File: config.mk
export PLATFORM = sky130hd
export DESIGN_NAME = flag_alu
export DESIGN_NICKNAME = d
export VERILOG_FILES = /design/src/rtl/alu_pkg.sv /design/src/rtl/alu_addsub.sv /design/src/rtl/alu_shlog.sv /design/src/rtl/alu_status.sv /design/src/rtl/flag_alu.sv
export SDC_FILE = /design/constraint.sdc
export NUM_CORES = 1
export LEC_CHECK = 0
export BUFFER_PORTS_ARGS = -buffer_cell sky130_fd_sc_hd__buf_2
export CORE_MARGIN = 2
export CORE_UTILIZATION = 55
export CTS_CLUSTER_SIZE = 16
export DETAILED_ROUTE_END_ITERATION = 10
export GPL_TIMING_DRIVEN = 0
export PLACE_DENSITY = 0.89
export RECOVER_POWER = 50
export SLEW_MARGIN = 30
export SYNTH_ARGS = -nofsm -noshare
export SYNTH_HDL_FRONTEND = slang
export SYNTH_SLANG_ARGS = --single-unit
File: constraint.sdc
create_clock -name clk_i -period 6.2 [get_ports clk_i]
set_input_delay 1.24 -clock clk_i [delete_from_list [all_inputs] [get_ports clk_i]]
set_output_delay 1.24 -clock clk_i [all_outputs]
set_load 0.05 [all_outputs]
File: src/rtl/alu_pkg.sv
package alu_pkg;
  localparam int DATA_W = 16;
  localparam int FLAG_W = 5;
  localparam int NIB_W  = 4;

  localparam int F_C  = 0;
  localparam int F_Z  = 1;
  localparam int F_N  = 2;
  localparam int F_OV = 3;
  localparam int F_DC = 4;

  localparam logic [3:0] OP_ADD  = 4'd0;
  localparam logic [3:0] OP_ADDC = 4'd1;
  localparam logic [3:0] OP_SUB  = 4'd2;
  localparam logic [3:0] OP_SUBB = 4'd3;
  localparam logic [3:0] OP_AND  = 4'd4;
  localparam logic [3:0] OP_OR   = 4'd5;
  localparam logic [3:0] OP_XOR  = 4'd6;
  localparam logic [3:0] OP_SHL  = 4'd7;
  localparam logic [3:0] OP_LSR  = 4'd8;
  localparam logic [3:0] OP_ASR  = 4'd9;
  localparam logic [3:0] OP_RRC  = 4'd10;

  function automatic logic is_arith(input logic [3:0] op);
    return op <= OP_SUBB;
  endfunction

  function automatic logic is_logic(input logic [3:0] op);
    return (op >= OP_AND) && (op <= OP_XOR);
  endfunction

  function automatic logic is_shift(input logic [3:0] op);
    return (op >= OP_SHL) && (op <= OP_RRC);
  endfunction

  // flags an op may write, bit order {DC,OV,N,Z,C}
  function automatic logic [FLAG_W-1:0] flag_mask(input logic [3:0] op);
    if (is_arith(op)) return 5'b11111;
    if (is_logic(op)) return 5'b00110;
    if (is_shift(op)) return 5'b00111;
    return 5'b00000;
  endfunction
endpackage

File: src/rtl/alu_addsub.sv
module alu_addsub
  import alu_pkg::*;
#(
  parameter int W = DATA_W
) (
  input  logic [W-1:0] a_i,
  input  logic [W-1:0] b_i,
  input  logic [3:0]   op_i,
  input  logic         byte_i,
  input  logic         cin_i,
  output logic [W-1:0] sum_o,
  output logic         c_o,
  output logic         dc_o,
  output logic         ov_o
);
  localparam int HB = W / 2;

  logic         sub;
  logic         ci;
  logic [W-1:0] bx;
  logic [W:0]   full;
  logic [HB:0]  lo;
  logic [NIB_W:0] nib;
  logic         sa, sb, sr;

  always_comb begin
    sub = (op_i == OP_SUB) || (op_i == OP_SUBB);
    bx  = sub ? ~b_i : b_i;
    unique case (op_i)
      OP_ADD:  ci = 1'b0;
      OP_SUB:  ci = 1'b1;
      default: ci = cin_i;
    endcase
    full = {1'b0, a_i} + {1'b0, bx} + {{W{1'b0}}, ci};
    lo   = {1'b0, a_i[HB-1:0]} + {1'b0, bx[HB-1:0]} + {{HB{1'b0}}, ci};
    nib  = {1'b0, a_i[NIB_W-1:0]} + {1'b0, bx[NIB_W-1:0]} + {{NIB_W{1'b0}}, ci};
    sum_o = full[W-1:0];
    c_o   = byte_i ? lo[HB] : full[W];
    dc_o  = nib[NIB_W];
    sa    = byte_i ? a_i[HB-1]  : a_i[W-1];
    sb    = byte_i ? bx[HB-1]   : bx[W-1];
    sr    = byte_i ? full[HB-1] : full[W-1];
    ov_o  = (sa == sb) && (sr != sa);
  end
endmodule

File: src/rtl/alu_shlog.sv
module alu_shlog
  import alu_pkg::*;
#(
  parameter int W = DATA_W
) (
  input  logic [W-1:0] a_i,
  input  logic [W-1:0] b_i,
  input  logic [3:0]   op_i,
  input  logic         byte_i,
  input  logic         cin_i,
  output logic [W-1:0] res_o,
  output logic         sc_o
);
  localparam int HB = W / 2;
  localparam logic [W-1:0] TOP_W = {1'b1, {(W-1){1'b0}}};
  localparam logic [W-1:0] TOP_B = {{HB{1'b0}}, 1'b1, {(HB-1){1'b0}}};

  logic [W-1:0] w;
  logic [W-1:0] top;
  logic         msb;

  always_comb begin
    w   = byte_i ? {{HB{1'b0}}, a_i[HB-1:0]} : a_i;
    top = byte_i ? TOP_B : TOP_W;
    msb = byte_i ? a_i[HB-1] : a_i[W-1];
    res_o = a_i;
    sc_o  = cin_i;
    unique case (op_i)
      OP_AND: res_o = a_i & b_i;
      OP_OR:  res_o = a_i | b_i;
      OP_XOR: res_o = a_i ^ b_i;
      OP_SHL: begin res_o = w << 1; sc_o = msb; end
      OP_LSR: begin res_o = w >> 1; sc_o = w[0]; end
      OP_ASR: begin res_o = (w >> 1) | (msb ? top : '0); sc_o = w[0]; end
      OP_RRC: begin res_o = (w >> 1) | (cin_i ? top : '0); sc_o = w[0]; end
      default: ;
    endcase
  end
endmodule

File: src/rtl/alu_status.sv
module alu_status
  import alu_pkg::*;
(
  input  logic              clk_i,
  input  logic              rst_ni,
  input  logic              valid_i,
  input  logic [FLAG_W-1:0] mask_i,
  input  logic [FLAG_W-1:0] upd_i,
  output logic [FLAG_W-1:0] next_o,
  output logic [FLAG_W-1:0] sr_o
);
  logic [FLAG_W-1:0] sr_q;

  for (genvar i = 0; i < FLAG_W; i++) begin : g_merge
    assign next_o[i] = mask_i[i] ? upd_i[i] : sr_q[i];
  end

  always_ff @(posedge clk_i or negedge rst_ni) begin
    if (!rst_ni)      sr_q <= '0;
    else if (valid_i) sr_q <= next_o;
  end

  assign sr_o = sr_q;


  sr_hold_chk: assert property (@(posedge clk_i) disable iff (!rst_ni)
    !valid_i |=> $stable(sr_q));
endmodule

File: src/rtl/flag_alu.sv
module flag_alu
  import alu_pkg::*;
(
  input  logic              clk_i,
  input  logic              rst_ni,
  input  logic              valid_i,
  input  logic [3:0]        op_i,
  input  logic              byte_i,
  input  logic [DATA_W-1:0] a_i,
  input  logic [DATA_W-1:0] b_i,
  output logic [DATA_W-1:0] result_o,
  output logic [FLAG_W-1:0] flags_o,
  output logic [FLAG_W-1:0] sr_o
);
  localparam int HB = DATA_W / 2;

  logic [DATA_W-1:0] sum, shl_res, core;
  logic              as_c, as_dc, as_ov, sh_c;
  logic              z, n;
  logic [FLAG_W-1:0] upd;

  alu_addsub #(.W(DATA_W)) u_addsub (
    .a_i(a_i), .b_i(b_i), .op_i(op_i), .byte_i(byte_i), .cin_i(sr_o[F_C]),
    .sum_o(sum), .c_o(as_c), .dc_o(as_dc), .ov_o(as_ov)
  );

  alu_shlog #(.W(DATA_W)) u_shlog (
    .a_i(a_i), .b_i(b_i), .op_i(op_i), .byte_i(byte_i), .cin_i(sr_o[F_C]),
    .res_o(shl_res), .sc_o(sh_c)
  );

  always_comb begin
    core = is_arith(op_i) ? sum : shl_res;
    z    = byte_i ? (core[HB-1:0] == '0) : (core == '0);
    n    = byte_i ? core[HB-1] : core[DATA_W-1];
    upd  = '0;
    upd[F_Z]  = z;
    upd[F_N]  = n;
    upd[F_C]  = is_arith(op_i) ? as_c : sh_c;
    upd[F_OV] = as_ov;
    upd[F_DC] = as_dc;
    if (!(is_arith(op_i) || is_logic(op_i) || is_shift(op_i))) result_o = a_i;
    else if (byte_i) result_o = {a_i[DATA_W-1:HB], core[HB-1:0]};
    else             result_o = core;
  end

  alu_status u_status (
    .clk_i(clk_i), .rst_ni(rst_ni), .valid_i(valid_i),
    .mask_i(flag_mask(op_i)), .upd_i(upd), .next_o(flags_o), .sr_o(sr_o)
  );


  add_zero_chk: assert property (@(posedge clk_i) disable iff (!rst_ni)
    (valid_i && op_i == OP_ADD && !byte_i && b_i == '0)
      |-> (result_o == a_i && !flags_o[F_C] && !flags_o[F_OV]));

  sub_equal_chk: assert property (@(posedge clk_i) disable iff (!rst_ni)
    (valid_i && op_i == OP_SUB && !byte_i && a_i == b_i)
      |-> (flags_o[F_C] && flags_o[F_Z] && flags_o[F_DC] && !flags_o[F_OV]));

  shl_carry_chk: assert property (@(posedge clk_i) disable iff (!rst_ni)
    (valid_i && op_i == OP_SHL)
      |-> (flags_o[F_C] == (byte_i ? a_i[HB-1] : a_i[DATA_W-1])));

  logic_keep_chk: assert property (@(posedge clk_i) disable iff (!rst_ni)
    (valid_i && op_i >= OP_AND && op_i <= OP_XOR)
      |=> (sr_o[F_C] == $past(sr_o[F_C]) && sr_o[F_OV] == $past(sr_o[F_OV])
           && sr_o[F_DC] == $past(sr_o[F_DC])));

  rsv_keep_chk: assert property (@(posedge clk_i) disable iff (!rst_ni)
    (valid_i && op_i > OP_RRC) |=> $stable(sr_o));

  rsv_pass_chk: assert property (@(posedge clk_i) disable iff (!rst_ni)
    (op_i > OP_RRC) |-> (result_o == a_i));
endmodule

==> out/results.ini <==
[sta]
fin_crit_sh = 0.987
period_needed_ns = 6.12
timing_hold_violations_final = 0
finalSetupViolations = 0
worst_slew_pin_slew_ns = 0.645
relSlewSlack = 0.570
slew_violations = 0
hold_ws_ns = 0.552
fin_skew_ns = 0.00443
fmax_mhz = 163

[pwr]
p_seq_frac = 0.084
switching_share = 0.586
combPwrFrac = 0.807
max-vdd-ir-drop_mv = 0.116
clkPwrFrac = 0.110
power_density_nw_per_um2 = 159
p_leak_nw = 1.71
p_int_mw = 0.237
p_total_mw = 0.571
switchingPower_mw = 0.335

[clock_network]
cts_hold_buf = 0
clk_path_buf_depth = 2
clock_sinks = 5
path_clk_slew_ns = 0.04
worstSkewPairLatency_ns = 0.23
cts_tree = built
cts_buffers = 3
cts_root_buffer = clkbuf_8
htreeDepth = 1

[critical_path]
r2r_cells = 12
crit_path_start_kind = input port
critical_path_class = in -> out
critPathMaxFanout = 19
arrival_ns = 4.88
endpoint_kind = primary output
crit_required_ns = 4.96

[synthesis]
ys_warn_count = 0
syn_area_um2 = 3050
synth_top_cell_area_share = 0.193
synth_fp_nets = 516
syn_avg_cell_area_um2 = 7.14
synth-seq-area-share = 0.0411
synth.area.top_cells = ha_1 19%, xnor2_1 6.0%, mux2i_1 5.6%, o21ai_0 5.6%, inv_1 5.3%
async_flop_share = 1.00
synth_cell_types = 69
synth_edf_count = 0
ys_seq_elements = 5
syn_inst = 427
synth_flop_cell = dfrtp_1
yosys.area.top_type = ha_1

[global_route]
grt_antenna_before_repair = 0
grt_pass1_wl_um = 16700
grt_start_max_net_pins = 20
grt_usage = 0.340
first_global_vias = 3578
grt-ovfl-total = 0

[layout]
antenna_cells = 0
seqCellArea_um2 = 125
largest_reg_flops = 5
multi_input_area_um2 = 2680
fillers = 480
stdcell_area_um2 = 3590
final_core_util = 0.660
drive_gt1_frac = 0.218
area_growth_syn_to_layout_pct = 17.8
nets = 586

[floorplanning]
dieArea_um2 = 6150
fp.dieW_um = 78.4
die_h_um = 78.4
ios = 66
coreArea_um2 = 5440
row_count = 27
initial_core_util = 0.560

[hold_path]
holdPathStages = 1
hold_path_class = reg -> reg

[place]
place.gp.congestion = 0.997
numPortBuffers = 62
place_area_um2 = 3460
place_hpwl_um = 8220

[job]
cap_violations = 0

[detailed_routing]
drc = 0
drt_iter0_markers = 390
routed_wirelength_um = 10700
ant_nets = 0
dr.pass1.iters = 5
wire_per_inst_um = 18.9
viasPerCell = 6.62
vias = 3758

[status]
outcome = finished, final reports clean

==> layer usage <==
layer	wire length (µm)	up-vias	GRT usage
li1	-	1685	-
met1	3980	1700	0.417
met2	4950	302	0.581
met3	1250	71	0.0425
met4	541	0	0.181
met5	0	-	0
==> cell usage in the layout (no fill, tap or decap), drive strengths merged, types with 3 or more instances in the layout <==
cell / count
a211oi: 3
a21boi: 3
a21oi: 33
a221oi: 5
a22oi: 7
a31oi: 5
a32oi: 4
and2: 7
and3: 4
buf: 77
clkbuf: 18
dfrtp: 5
ha: 47
inv: 43
mux2: 3
mux2i: 17
mux4: 3
nand2: 38
nand2b: 8
nand3: 4
nand4: 3
nor2: 25
nor2b: 5
nor3: 10
o211ai: 3
o21a: 3
o21ai: 36
o221ai: 4
o22ai: 11
o31ai: 4
or3: 3
xnor2: 21
xor2: 7
==> critical path, stage by stage <==
cell and delay (ns):
buf_2 0.09, buf_2 0.19, buf_2 0.40, nor2_1 0.11, mux2i_1 0.23, fa_2 0.25
inv_1 0.05, fa_1 0.41, a21o_1 0.22, a221oi_4 0.40, o21ai_2 0.13, xor2_1 0.16
nor2_1 0.19, o2111a_1 0.28, a41oi_2 0.18, o21ai_2 0.17, buf_6 0.17
==> logic make-up (layout without fill, tap and decap cells) <==
| group | after synthesis | in the layout | share of synthesized area |
|---|---|---|---|
| AO/OA/AOI/OAI | 138 | 138 | 0.303 |
| AND/OR/NAND/NOR | 115 | 115 | 0.188 |
| buffers and inverters | 69 | 138 | 0.0920 |
| adder cells (fa/ha/maj) | 49 | 49 | 0.206 |
| XOR/XNOR | 28 | 28 | 0.0805 |
| multiplexers | 23 | 23 | 0.0891 |
| flip-flops | 5 | 5 | 0.0411 |
==> per-stage QoR <==
stage / setup slack (ns) / TNS, ns / std cells
3_5_place_dp: -0.467 / -0.987 / 561
5_1_grt: -0.0829 / -0.0829 / 568
2_1_floorplan: 0.0530 / 0 / 427
3_3_place_gp: -0.446 / -0.830 / 561
4_1_cts: 0.0168 / 0 / 563
6_report: 0.0790 / 0 / 568
==> power by group through the flow <==
stage	Combinational (mW)	Sequential (mW)	Clock, mW
global placement	0.425	0.0463	0
detailed placement	0.436	0.0469	0
floorplan	0.310	0.0618	0
global route	0.492	0.0477	0.0656
finish	0.461	0.0477	0.0628
CTS	0.443	0.0467	0.0625
==> layout make-up <==
class                      instances  share of cell area
sequential                         5              0.0349
buffer                            24              0.0390
clock buffer                       4              0.0125
timing repair buffer              67              0.0965
tap                               72              0.0251
inverter                          43              0.0450
multi-input combinational        353               0.747
==> path summary, 6_finish.rpt <==
| kind | slack, ns | endpoint | start |
|---|---|---|---|
| max | 0.08 | flags_o[1] | op_i[0] |
| min | 0.55 | u_status.sr_o[4] | u_status.sr_o[4] |
| max reg2reg | 2.80 | u_status.sr_o[0] | u_status.sr_o[0] |
| min reg2reg | 0.55 | u_status.sr_o[4] | u_status.sr_o[4] |
| max in group asynchronous | 5.10 | u_status.sr_o[2] | rst_ni |
| min in group asynchronous | 0.87 | u_status.sr_o[4] | rst_ni |
==> cells in the mapped netlist (8+ instances only) <==
master and number:
nor2_1 23, inv_1 43, ha_1 47, nand2_1 38
xnor2_1 21, o21ai_0 34, o22ai_1 11, a21oi_1 32
mux2i_1 17, nor3_1 9, buf_2 13, nand2b_1 8
clkbuf_1 9
==> timing repair <==
action	CTS	global route
setup buffers	0	5
setup endpoints to repair	5	5
pin swaps	0	7
gates resized for setup	10	10
Note: power is estimated with default switching activity, not from simulation.
